`src/rtl/dram_ctrl_pkg.sv`:
```
// Shared types for the multiplexed DRAM access controller.
// Assumes: one sequencer instance per controller.
package dram_ctrl_pkg;

    typedef enum logic [2:0] {
        S_IDLE,   // strobes high, waiting for refresh or request
        S_ACT,    // row strobe low, row on bus
        S_CAS,    // column strobe low, column on bus
        S_CGAP,   // column strobe high between burst beats
        S_PRE,    // both strobes high, precharge
        S_RACT    // refresh: row strobe only
    } seq_state_t;

endpackage

```
`src/rtl/dram_addr_split.sv`:
```
// Splits a flat byte address into row, column and a one-hot module select.
// Assumes: MOD_N >= 2 and module indexes above MOD_N-1 are never issued.
module dram_addr_split #(
    parameter int ROW_W = 14,
    parameter int COL_W = 11,
    parameter int MOD_N = 4
) (
    input  logic [ROW_W+COL_W+$clog2(MOD_N)-1:0] addr_i,
    output logic [ROW_W-1:0]                     row_o,
    output logic [COL_W-1:0]                     col_o,
    output logic [MOD_N-1:0]                     cs_o
);
    localparam int MOD_W = $clog2(MOD_N);
    localparam int DEV_W = ROW_W + COL_W;

    logic [MOD_W-1:0] mod_idx;

    // Field extraction: row above column, module above row.
    assign col_o   = addr_i[COL_W-1:0];
    assign row_o   = addr_i[DEV_W-1:COL_W];
    assign mod_idx = addr_i[DEV_W+MOD_W-1:DEV_W];

    // One decoder leg per module.
    for (genvar g = 0; g < MOD_N; g++) begin : g_cs
        assign cs_o[g] = (mod_idx == MOD_W'(g));
    end
endmodule

```
`src/rtl/dram_refresh_timer.sv`:
```
// Refresh interval counter and refresh row counter.
// Raises a pending flag every period_i cycles; the flag clears when the
// sequencer takes it. The row counter steps once per completed refresh.
// Assumes: period_i of 0 behaves like 1.
module dram_refresh_timer #(
    parameter int ROW_W  = 14,
    parameter int REFP_W = 16
) (
    input  logic              clk,
    input  logic              rst_n,
    input  logic [REFP_W-1:0] period_i,
    input  logic              take_i,
    input  logic              done_i,
    output logic              pend_o,
    output logic [ROW_W-1:0]  row_o
);
    logic [REFP_W-1:0] cnt;
    logic [REFP_W:0]   cnt_nx;
    logic              hit;

    assign cnt_nx = {1'b0, cnt} + {{REFP_W{1'b0}}, 1'b1};
    assign hit    = (cnt_nx >= {1'b0, period_i});

    // Interval counter; a new expiry wins over a same-cycle take.
    always_ff @(posedge clk) begin
        if (!rst_n) begin
            cnt    <= '0;
            pend_o <= 1'b0;
        end else begin
            if (hit) cnt <= '0;
            else     cnt <= cnt_nx[REFP_W-1:0];
            if (take_i) pend_o <= 1'b0;
            if (hit)    pend_o <= 1'b1;
        end
    end

    // Refresh row counter, wraps naturally after the last row.
    always_ff @(posedge clk) begin
        if (!rst_n)      row_o <= '0;
        else if (done_i) row_o <= row_o + ROW_W'(1);
    end

    AST_REF_ROW_STEP: assert property (@(posedge clk) disable iff (!rst_n)
        $past(done_i) |-> (row_o == $past(row_o) + ROW_W'(1)));
    AST_PEND_SETS: assert property (@(posedge clk) disable iff (!rst_n)
        hit |=> pend_o);
endmodule

```
`src/rtl/dram_seq_fsm.sv`:
```
// Strobe sequencer: row/column multiplexing, page-mode bursts,
// row-strobe-only refresh and precharge timing, all in clock cycles.
// Assumes: ROW_W >= COL_W; RCD_CYC, CAS_CYC, PRE_CYC >= 1.
module dram_seq_fsm
    import dram_ctrl_pkg::*;
#(
    parameter int ROW_W   = 14,
    parameter int COL_W   = 11,
    parameter int MOD_N   = 4,
    parameter int BURST_W = 4,
    parameter int RCD_CYC = 2,
    parameter int CAS_CYC = 2,
    parameter int PRE_CYC = 2
) (
    input  logic               clk,
    input  logic               rst_n,
    input  logic               req_i,
    input  logic               wr_i,
    input  logic [ROW_W-1:0]   row_i,
    input  logic [COL_W-1:0]   col_i,
    input  logic [MOD_N-1:0]   cs_i,
    input  logic [BURST_W-1:0] burst_i,
    input  logic               ref_pend_i,
    input  logic [ROW_W-1:0]   ref_row_i,
    output logic               ras_n_o,
    output logic               cas_n_o,
    output logic [ROW_W-1:0]   addr_o,
    output logic [MOD_N-1:0]   cs_o,
    output logic               wr_o,
    output logic               ack_o,
    output logic               ref_take_o,
    output logic               ref_done_o
);
    localparam int REF_DUR = RCD_CYC + CAS_CYC;
    localparam int MAXD    = (REF_DUR > PRE_CYC) ? REF_DUR : PRE_CYC;
    localparam int CNT_W   = $clog2(MAXD + 1);

    seq_state_t          st;
    logic [CNT_W-1:0]    cnt;
    logic [ROW_W-1:0]    row_q;
    logic [COL_W-1:0]    col_q;
    logic [MOD_N-1:0]    cs_q;
    logic                wr_q;
    logic [BURST_W-1:0]  beats_q;
    logic                cnt_zero;

    assign cnt_zero   = (cnt == '0);
    assign ref_take_o = (st == S_IDLE) && ref_pend_i;
    assign ref_done_o = (st == S_RACT) && cnt_zero;
    assign ack_o      = (st == S_CAS) && cnt_zero;

    // State, cycle counter and latched request fields.
    always_ff @(posedge clk) begin
        if (!rst_n) begin
            st      <= S_IDLE;
            cnt     <= '0;
            row_q   <= '0;
            col_q   <= '0;
            cs_q    <= '0;
            wr_q    <= 1'b0;
            beats_q <= '0;
        end else begin
            unique case (st)
                S_IDLE: begin
                    if (ref_pend_i) begin
                        st  <= S_RACT;
                        cnt <= CNT_W'(REF_DUR - 1);
                    end else if (req_i) begin
                        st      <= S_ACT;
                        cnt     <= CNT_W'(RCD_CYC - 1);
                        row_q   <= row_i;
                        col_q   <= col_i;
                        cs_q    <= cs_i;
                        wr_q    <= wr_i;
                        beats_q <= burst_i;
                    end
                end
                S_ACT: begin
                    if (cnt_zero) begin
                        st  <= S_CAS;
                        cnt <= CNT_W'(CAS_CYC - 1);
                    end else begin
                        cnt <= cnt - CNT_W'(1);
                    end
                end
                S_CAS: begin
                    if (!cnt_zero) begin
                        cnt <= cnt - CNT_W'(1);
                    end else if (beats_q != '0) begin
                        st      <= S_CGAP;
                        col_q   <= col_q + COL_W'(1);
                        beats_q <= beats_q - BURST_W'(1);
                    end else begin
                        st  <= S_PRE;
                        cnt <= CNT_W'(PRE_CYC - 1);
                    end
                end
                S_CGAP: begin
                    st  <= S_CAS;
                    cnt <= CNT_W'(CAS_CYC - 1);
                end
                S_RACT: begin
                    if (cnt_zero) begin
                        st  <= S_PRE;
                        cnt <= CNT_W'(PRE_CYC - 1);
                    end else begin
                        cnt <= cnt - CNT_W'(1);
                    end
                end
                S_PRE: begin
                    if (cnt_zero) st <= S_IDLE;
                    else          cnt <= cnt - CNT_W'(1);
                end
                default: st <= S_IDLE;
            endcase
        end
    end

    // Pin decode from the current state.
    always_comb begin
        ras_n_o = 1'b1;
        cas_n_o = 1'b1;
        addr_o  = row_q;
        cs_o    = '0;
        wr_o    = 1'b0;
        unique case (st)
            S_ACT: begin
                ras_n_o = 1'b0;
                cs_o    = cs_q;
                wr_o    = wr_q;
            end
            S_CAS: begin
                ras_n_o = 1'b0;
                cas_n_o = 1'b0;
                addr_o  = ROW_W'(col_q);
                cs_o    = cs_q;
                wr_o    = wr_q;
            end
            S_CGAP: begin
                ras_n_o = 1'b0;
                addr_o  = ROW_W'(col_q);
                cs_o    = cs_q;
                wr_o    = wr_q;
            end
            S_RACT: begin
                ras_n_o = 1'b0;
                addr_o  = ref_row_i;
                cs_o    = '1;
            end
            default: ;
        endcase
    end

    AST_CAS_UNDER_RAS: assert property (@(posedge clk) disable iff (!rst_n)
        !cas_n_o |-> !ras_n_o);
    AST_ONE_CS: assert property (@(posedge clk) disable iff (!rst_n)
        !cas_n_o |-> ($countones(cs_o) == 1));
    AST_ACK_IN_PULSE: assert property (@(posedge clk) disable iff (!rst_n)
        ack_o |-> !cas_n_o);
    AST_REF_FIRST: assert property (@(posedge clk) disable iff (!rst_n)
        (st == S_IDLE && ref_pend_i) |=> (st == S_RACT));
    AST_CS_HELD: assert property (@(posedge clk) disable iff (!rst_n)
        (!ras_n_o && $past(!ras_n_o)) |-> $stable(cs_o));
    AST_COL_HELD: assert property (@(posedge clk) disable iff (!rst_n)
        (!cas_n_o && $past(!cas_n_o)) |-> $stable(addr_o));
endmodule

```
`src/rtl/dram_mux_ctrl.sv`:
```
// Top of the multiplexed DRAM access controller: address split,
// refresh timer and strobe sequencer. Data lines are not routed here.
// Assumes: synchronous active-low reset; MOD_N is a power of two >= 2.
module dram_mux_ctrl #(
    parameter int ROW_W   = 14,
    parameter int COL_W   = 11,
    parameter int MOD_N   = 4,
    parameter int BURST_W = 4,
    parameter int REFP_W  = 16,
    parameter int RCD_CYC = 2,
    parameter int CAS_CYC = 2,
    parameter int PRE_CYC = 2
) (
    input  logic                                 clk,
    input  logic                                 rst_n,
    input  logic                                 req_i,
    input  logic [ROW_W+COL_W+$clog2(MOD_N)-1:0] addr_i,
    input  logic                                 wr_i,
    input  logic [BURST_W-1:0]                   burst_i,
    input  logic [REFP_W-1:0]                    ref_period_i,
    output logic [ROW_W-1:0]                     dram_addr_o,
    output logic                                 dram_ras_n_o,
    output logic                                 dram_cas_n_o,
    output logic [MOD_N-1:0]                     dram_cs_o,
    output logic                                 dram_wr_o,
    output logic                                 ack_o
);
    logic [ROW_W-1:0] req_row;
    logic [COL_W-1:0] req_col;
    logic [MOD_N-1:0] req_cs;
    logic             ref_pend;
    logic             ref_take;
    logic             ref_done;
    logic [ROW_W-1:0] ref_row;

    dram_addr_split #(
        .ROW_W (ROW_W),
        .COL_W (COL_W),
        .MOD_N (MOD_N)
    ) split_i (
        .addr_i (addr_i),
        .row_o  (req_row),
        .col_o  (req_col),
        .cs_o   (req_cs)
    );

    dram_refresh_timer #(
        .ROW_W  (ROW_W),
        .REFP_W (REFP_W)
    ) refresh_i (
        .clk      (clk),
        .rst_n    (rst_n),
        .period_i (ref_period_i),
        .take_i   (ref_take),
        .done_i   (ref_done),
        .pend_o   (ref_pend),
        .row_o    (ref_row)
    );

    dram_seq_fsm #(
        .ROW_W   (ROW_W),
        .COL_W   (COL_W),
        .MOD_N   (MOD_N),
        .BURST_W (BURST_W),
        .RCD_CYC (RCD_CYC),
        .CAS_CYC (CAS_CYC),
        .PRE_CYC (PRE_CYC)
    ) seq_i (
        .clk        (clk),
        .rst_n      (rst_n),
        .req_i      (req_i),
        .wr_i       (wr_i),
        .row_i      (req_row),
        .col_i      (req_col),
        .cs_i       (req_cs),
        .burst_i    (burst_i),
        .ref_pend_i (ref_pend),
        .ref_row_i  (ref_row),
        .ras_n_o    (dram_ras_n_o),
        .cas_n_o    (dram_cas_n_o),
        .addr_o     (dram_addr_o),
        .cs_o       (dram_cs_o),
        .wr_o       (dram_wr_o),
        .ack_o      (ack_o),
        .ref_take_o (ref_take),
        .ref_done_o (ref_done)
    );

    AST_IDLE_NO_CS: assert property (@(posedge clk) disable iff (!rst_n)
        dram_ras_n_o |-> (dram_cs_o == '0));
endmodule

```
`config.mk`:
```
export PLATFORM = sky130hd
export DESIGN_NAME = dram_mux_ctrl
export DESIGN_NICKNAME = d
export VERILOG_FILES = /design/src/rtl/dram_ctrl_pkg.sv /design/src/rtl/dram_addr_split.sv /design/src/rtl/dram_refresh_timer.sv /design/src/rtl/dram_seq_fsm.sv /design/src/rtl/dram_mux_ctrl.sv
export SDC_FILE = /design/constraint.sdc
export NUM_CORES = 1
export LEC_CHECK = 0
export ABC_AREA = 0
export BUFFER_PORTS_ARGS = -buffer_cell sky130_fd_sc_hd__buf_2
export CAP_MARGIN = 10
export CORE_MARGIN = 3
export CORE_UTILIZATION = 51
export DETAILED_ROUTE_END_ITERATION = 12
export GPL_TIMING_DRIVEN = 0
export MAX_ROUTING_LAYER = met4
export PLACE_DENSITY = 0.79
export SYNTH_ARGS = -nofsm -noshare
export SYNTH_HDL_FRONTEND = slang
export SYNTH_SLANG_ARGS = --single-unit
```
`constraint.sdc`:
```
create_clock -name clk -period 2.39 [get_ports clk]
set_clock_uncertainty 0.05 [all_clocks]
set_input_delay 0.3585 -clock clk [delete_from_list [all_inputs] [get_ports clk]]
set_output_delay 0.3585 -clock clk [all_outputs]
set_load 0.05 [all_outputs]
```
Word level (Yosys, flattened, before mapping)
Index checks and enable logic that the tools add are counted.
{ "totals": {"output_inout_bits": 22, "regBits": 71, "input_bits": 51} }
{ "classes": {"eq_ne": 18, "mux": 31, "bitwise_logic": 2, "reduce_logical": 19, "n_lt_le_gt_ge": 1, "add_sub_neg": 5} }
{ "op_table": {"columns": ["cell", "n"], "rows": [
  ["$mux 11", 4],
  ["$mux 3", 12],
  ["$pmux 14 s2", 1],
  ["$pmux 11 s2", 1],
  ["$pmux 3 s6", 1],
  ["$add 16x1->17 const B", 1],
  ["$ge 17x16->1", 1],
  ["$mux 4", 4],
  ["$pmux 4 s2", 2],
  ["$pmux 3 s5", 1],
  ["$add 14x1->14 const B", 1],
  ["$add 11x1->11 const B", 1],
  ["$reduce_and 5->1", 2],
  ["$ne 2x1->1 const B", 4],
  ["$ne 2x2->1 const B", 4],
  ["$eq 3x2->1 const B", 2],
  ["$eq 3x3->1 const B", 2],
  ["$logic_not 3->1", 2],
  ["$ne 3x3->1 const B", 2],
  ["$reduce_or 2->1", 3],
  ["$mux 1", 5],
  ["$reduce_bool 5->1", 1],
  ["$eq 2x2->1 const B", 2],
  ["$reduce_and 4->1", 1],
  ["12 further kinds", 16]
]} }

Logic depth before layout (Yosys ltp)
Gate-level depths: netlist (run 1).
{ "depth": {"word_depth": 4, "ltp_mapped": 11} }

Modules after synthesis
Synthesis (run 1) repeated with hierarchy kept, for this count alone.
{ "hier_totals": {"hier_cells": 580, "hier_area_um2": 4585.6} }
{ "modules_own_cells": {"columns": ["module", "cells_per_inst", "area_each_um2", "seq_area_each_um2", "n_inst"], "rows": [
  ["dram_seq_fsm", 345, 2466.1, 800.8, 1],
  ["dram_refresh_timer", 206, 1905.6, 620.6, 1],
  ["dram_addr_split", 29, 214.0, 0.0, 1]
]} }

Least setup slack after synthesis (run 1)
Ideal clock, no wire load.
{ "synth_timing": {"kind": "register -> register", "start": "reg refresh_i.cnt[0]", "end": "reg refresh_i.cnt[0]", "arrival_ns": 2.460, "path_stages_with_launch": 12, "setup_time_ns": 0.083, "setup_slack_ns": -0.203, "required_time_ns": 2.257, "path_cell_list": "dfxtp_1 ha_1 nand3_1 nor2_1 nand4_1 xnor2_1 ha_1 a21o_1 a21oi_1 o21a_1 nand4_1 nor3b_1"} }
{ "synth_via": {"elab_chain_len": 3} }
{ "synth_rtl": {"columns": ["item", "line", "rtl"], "rows": [
  ["start, declared", "dram_refresh_timer.sv:17", "logic [REFP_W-1:0] cnt;"],
  ["start signal, assigned", "dram_refresh_timer.sv:31", "else cnt <= cnt_nx[REFP_W-1:0];"],
  ["$add 16x1->17", "dram_refresh_timer.sv:21", "assign cnt_nx = {1'b0, cnt} + {{REFP_W{1'b0}}, 1'b1};"],
  ["named net refresh_i.cnt_nx[14]", "dram_refresh_timer.sv:18", "logic [REFP_W:0] cnt_nx;"],
  ["$ge 17x16->1", "dram_refresh_timer.sv:22", "assign hit = (cnt_nx >= {1'b0, period_i});"],
  ["$reduce_or 2->1 (no line)", null, null]
]} }
The timed path passes the listed nets, and every way through them passes these cells.
A chain may end at the register's enable or synchronous reset.

Worst setup path after layout (run 1)
{ "layout_timing": {"start": "reg refresh_i.cnt[0]", "end": "reg refresh_i.cnt[4]"} }
The elaborated chain is that of the path after synthesis.

==> run metrics, run 1 <==
Filler cells=684; Slew Limit Headroom=0.6365; Placed Cells=702; cell type with the largest total area after synthesis=dfxtp_1; Core Footprint=7807 um2; number of global-route vias before repair=3,899; maximum vdd drop=0.6122 mV; largest fanout on the critical path=4; P&R area growth vs syn=24.25%; Final Hold Slack=0.1984 ns; violated checks=negative setup slack; number of synthesized register bits=71; CTS Buf Count=9; DP HPWL=7800 um; port bufs=72; fmax=392.1 MHz; pins over their slew limit=0; CP endpoint kind=register; Die Width=96.18 um; die span in y=96.18 um; Seq/Total Area, Yosys=0.3427; vias per cell=5.647; Async SR Flop Fraction=0; # setup viols final=17; Longest Clk Path Bufs=2; switch share=0.4332; total power=4.412 mW; Critical Path RT=2.62 ns; startpoint types=register; RePlAce Congestion=0.8729; Clk pwr share=0.215; Critical Path AT=2.78 ns; predominant post-synthesis flop cell=dfxtp_1; Pre-antenna DRT Iters=5; Post-CTS Hold Fix Bufs=0; Tcrit/Tclk final=1.067; Placement Setup Slack=-0.5773 ns; die footprint=9251 um2; clk root buf=clkbuf_8; Hold/Removal Path Class=in2reg; final cell area excluding filler cells=5154 um2; io pins=73; leakage power=2.239 nW; clock latency on the worst-skew pair=0.35 ns; first-pass GRT wire length=17,550 um; setup ws final=-0.1605 ns; routed vias=4,128; P per Cell Area=856.0 nW/um2; DRT Wirelength=10,810 um; H-tree levels=3; Net Switching=1.911 mW; final hold viol count=0; fin crit period=2.551 ns; largest net degree at the start of global routing=14; area post-placement=4651 um2; Comb pwr share=0.433; DRT antenna net count=0; share of layout cells above drive strength 1=0.2464; max_cap viols=0; GRT Total Usage=0.2457; total grt overflow=0; ANT cells=0; row cnt=32; Internal Power=2.501 mW; CP Class=reg2reg; top post-synthesis cells by area=dfxtp_1 (34%), nand2_1 (10%), ha_1 (6.6%), a21boi_0 (4.0%), xnor2_1 (3.6%); RSZ-0062 raised after global routing=true; average wire per standard cell=14.79 um; CTS tree=yes; initial antenna violation count=0; Mapped Area=4148 um2; cell count after synthesis=528; clk sink count=71; number of synthesized flops with an enable pin=0; area share of the largest cell type after synthesis=0.3427; Synth Area per Inst=7.856 um2; syn nets=601; Synth cell types=53; Yosys warnings=0; Layout Nets=697; CTS clk-pin slew, worst paths=0.08 ns; final std cells w/o fill=731; Util after Layout=0.6601; Initial DRC Count=306; initial core utilization=0.5313; Worst-Margin Slew=0.5433 ns; DR DRC count=0; Setup TNS=-1.965 ns; Reg power frac=0.352; outcome=finished, violations left
## cells by family after synthesis
| logic type | count (synthesis) | share of synthesized area |
|---|---|---|
| AOI/OAI and AO/OA | 118 | 0.1964 |
| xor gates and xnor gates | 24 | 0.05068 |
| adders and majority gates | 22 | 0.06636 |
| buffers and inverters | 47 | 0.04525 |
| DFF | 71 | 0.3427 |
| muxes | 3 | 0.007240 |
| and+or+nand+nor | 243 | 0.2914 |
## path summary, 6_finish.rpt
| kind | from | endpoint | slack, ns | cells past startpoint |
|---|---|---|---|---|
| worst max register to register | refresh_i.cnt[0]$_SDFF_PP0_ | refresh_i.cnt[4]$_SDFF_PP0_ | -0.16 | 11 |
| worst max-delay path | refresh_i.cnt[0]$_SDFF_PP0_ | refresh_i.cnt[4]$_SDFF_PP0_ | -0.16 | 11 |
| worst min-delay path | addr_i[22] | seq_i.row_q[11]$_SDFFE_PN0P_ | 0.20 | 3 |
| worst min register to register | seq_i.cnt[0]$_SDFFE_PN0P_ | seq_i.cnt[0]$_SDFFE_PN0P_ | 0.41 | 1 |
## cell usage in the layout (no fill, tap or decap), drive strengths merged, types with 20 or more instances in the layout
master	count
nor2	26
a21boi	22
nand2	110
dfxtp	71
ha	22
clkbuf	31
buf	90
a21oi	21
o21ai	22
inv	20
## layer usage
metal  track usage  up-vias  wire length (um)
li1              -     2041                 -
met1        0.3252     1931              4913
met2        0.3784      143              5044
met3       0.05082       13               719
met4       0.07109        0               132
met5             -        -                 0
## registers in the layout, summed over array words and instances (netlist names)
register          count
refresh_i.pend_o      1
seq_i.cs_q            4
refresh_i.row_o      14
seq_i.st              3
refresh_i.cnt        16
seq_i.row_q          14
seq_i.beats_q         4
seq_i.col_q          11
seq_i.wr_q            1
seq_i.cnt             3
## synthesized netlist by cell type, types with 2 or more instances
| cell | n |
|---|---|
| nand4_1 | 12 |
| nor3b_1 | 12 |
| o21ai_0 | 20 |
| a22oi_1 | 12 |
| o31ai_1 | 6 |
| nor2_1 | 26 |
| clkbuf_1 | 20 |
| a32oi_1 | 2 |
| dfxtp_1 | 71 |
| a21o_1 | 3 |
| o21ai_1 | 2 |
| or2_2 | 2 |
| inv_1 | 19 |
| mux2i_1 | 3 |
| and3_1 | 3 |
| buf_2 | 6 |
| xnor2_1 | 17 |
| nand3b_1 | 3 |
| or3_1 | 6 |
| o211a_1 | 4 |
| and4_1 | 7 |
| and3b_1 | 2 |
| a21boi_0 | 22 |
| nor2b_1 | 14 |
| and2_1 | 13 |
| a21oi_1 | 21 |
| o22ai_1 | 4 |
| a211oi_1 | 2 |
| xor2_1 | 7 |
| ha_1 | 22 |
| nand2b_1 | 5 |
| o21a_1 | 4 |
| a32o_1 | 3 |
| nor3_1 | 6 |
| nand3_1 | 19 |
| nand2_1 | 110 |
| o311ai_0 | 2 |
## area by class of cell
cell class,instances,area (um2),area share
buffer,27,131.4,0.02549
clock inverter,7,73.82,0.01432
multi-input combinational,410,2673,0.5186
timing repair buffer,85,505.5,0.09808
sequential,71,1444,0.2802
tap,102,127.6,0.02476
inverter,20,75.07,0.01457
clock buffer,9,123.9,0.02404
## power by group through the flow
stage	Sequential (mW)	Combinational, mW	Clock [mW]
3_3_place_gp	1.56	1.74	0
4_1_cts	1.54	1.86	0.973
3_5_place_dp	1.57	1.79	0
5_1_grt	1.57	2.10	1.04
6_report	1.55	1.91	0.948
2_1_floorplan	1.51	1.36	0
## timing repair
| item | CTS | global route |
|---|---|---|
| pin swaps | 12 | 15 |
| setup buffers | 10 | 3 |
| endpoints found under the setup margin | 32 | 34 |
| gates resized for setup | 39 | 33 |
## worst max-delay path, stage by stage (launching register included)
cell	delay, ns
dfxtp_4	0.38
and4_4	0.25
nor2b_4	0.15
and4_1	0.19
xor2_1	0.21
ha_1	0.29
nand4_1	0.19
nor2_2	0.08
a32oi_1	0.18
nand4_1	0.21
buf_4	0.20
nor2b_1	0.10
(Power assumes the default switching activity.)
==> run 2, diff against run 1 <==
- CORE_UTILIZATION: 51 -> 53
- CTS_BUF_LIST: not set -> sky130_fd_sc_hd__clkbuf_8
==> run 2 against run 1 <==
Clock power up 24%. Worst setup slack better by 0.068 ns. Total power up 5.3%. First-iteration DRC count up 7.5%. Non-clock buffer count down 3. Routed wire length up 2.8%. Design area up 0.85%. The run still ends with negative setup slack left. Highest routed layer unchanged. Sequential power about the same.
==> run metrics, run 2 (synthesis results as in run 1) <==
Layout Nets=694; fin crit period=2.482 ns; CTS clk-pin slew, worst paths=0.08 ns; leakage power=2.283 nW; most frequent cells in the layout=nand2_1 (109), buf_2 (63), dfxtp_1 (62), buf_4 (25), a21boi_0 (22); clock latency on the worst-skew pair=0.35 ns; RePlAce Congestion=0.8944; max FFs per register=16; Setup TNS=-1.093 ns; Util after Layout=0.7016; violated checks=negative setup slack; vias per cell=5.717; ANT cells=0; Core Footprint=7408 um2; fmax=402.9 MHz; crit path from=refresh_i.cnt[6]$_SDFF_PP0_; RSZ-0062 raised after global routing=true; row cnt=31; clk root buf=clkbuf_8; Slew Limit Headroom=0.6070; CTS tree=yes; P&R area growth vs syn=25.31%; setup ws final=-0.09206 ns; DP HPWL=7580 um; largest fanout on the critical path=7; Worst-Margin Slew=0.5894 ns; die footprint=8924 um2; io pins=73; final hold viol count=0; GRT Total Usage=0.2531; Critical Path AT=2.68 ns; biggest regs=refresh_i.cnt (16), refresh_i.row_o (14), seq_i.row_q (14); Longest Clk Path Bufs=2; largest net degree at the start of global routing=14; DR DRC count=0; DRT antenna net count=0; Filler cells=602; average wire per standard cell=15.32 um; outcome=finished, violations left; Pre-antenna DRT Iters=5; # setup viols final=17; DRT Wirelength=11,110 um; P per Cell Area=893.6 nW/um2; initial antenna violation count=0; startpoint types=register; max_cap viols=0; Placed Cells=699; share of layout cells above drive strength 1=0.2476; initial core utilization=0.5599; Post-CTS Hold Fix Bufs=0; first-pass GRT wire length=17,650 um; Hold/Removal Path Class=in2reg; H-tree levels=3; register area=1440 um2; pins over their slew limit=0; HP Start=addr_i[16]; final std cells w/o fill=725; multi-input logic area=2709 um2; worst r2r src=refresh_i.cnt[6]$_SDFF_PP0_; CP Class=reg2reg; CTS Buf Count=9; most common cell after layout, fill and taps aside=nand2_1; number of global-route vias before repair=3,846; Final Hold Slack=0.1971 ns; maximum vdd drop=0.8301 mV; Initial DRC Count=329; CP endpoint kind=register; total grt overflow=0; Most flops, register=refresh_i.cnt; port bufs=72; die span in y=94.47 um; routed vias=4,145; Tcrit/Tclk final=1.039; clk sink count=71; Die Width=94.47 um; Critical Path RT=2.59 ns
run 2: where the power goes:
group | total, mW | switching (mW) | internal (mW) | leakage [nW]
Combinational | 1.92 | 1.26 | 0.658 | 1.58
Clock | 1.18 | 0.479 | 0.696 | 0.120
Sequential | 1.55 | 0.190 | 1.36 | 0.583
Total | 4.64 | 1.93 | 2.72 | 2.28
run 2: stage by stage:
step | power (mW) | setup WS, ns | area, um2
after global routing | 4.898 | -0.2703 | 5197
after global placement | 3.294 | -0.4977 | 4647
after floorplan | 2.875 | -0.09732 | 4163
after CTS | 4.583 | -0.06644 | 5074
after detailed placement | 3.332 | -0.5374 | 4647
final | 4.645 | -0.09206 | 5197
run 2: metal layers:
metal  track usage  wire length, um  share of wire  up-vias
li1              -                -              -     2035
met1        0.3397             5038           0.45     1954
met2        0.3824             5233           0.47      139
met3       0.05976              698          0.063       17
met4       0.07091              138          0.012        0
met5             -                0              0        -
run 2: critical path, stage by stage (launching register included):
cell	delay, ns
dfxtp_2	0.35
nand4_1	0.22
nor2_4	0.20
nand4_1	0.15
xnor2_2	0.17
ha_1	0.30
buf_4	0.15
nand3_4	0.08
nor2_2	0.07
a32oi_1	0.24
nand2_2	0.19
o21a_1	0.21
run 2: repair_timing:
item | in CTS | in global routing
resized for setup | 41 | 33
setup endpoints to repair | 32 | 31
pin swaps | 17 | 12
setup buffers | 8 | 2
cloned | 0 | 1
run 2: path summary, 6_finish.rpt:
kind | endpoint | slack (ns) | depth (start not counted)
setup reg to reg | refresh_i.pend_o$_SDFFE_PN0P_ | -0.09 | 11
hold reg to reg | seq_i.cnt[0]$_SDFFE_PN0P_ | 0.42 | 1
hold / removal | seq_i.row_q[5]$_SDFFE_PN0P_ | 0.20 | 3
setup / recovery | refresh_i.pend_o$_SDFFE_PN0P_ | -0.09 | 11
run 2: final cells by class:
type,count,area share
Buffer,26,0.02359
Clock buffer,9,0.02383
Sequential cell,71,0.2771
Inverter,20,0.01444
Clock inverter,7,0.02311
Timing Repair Buffer,83,0.09292
Tap cell,99,0.02383
Multi-Input combinational cell,410,0.5212
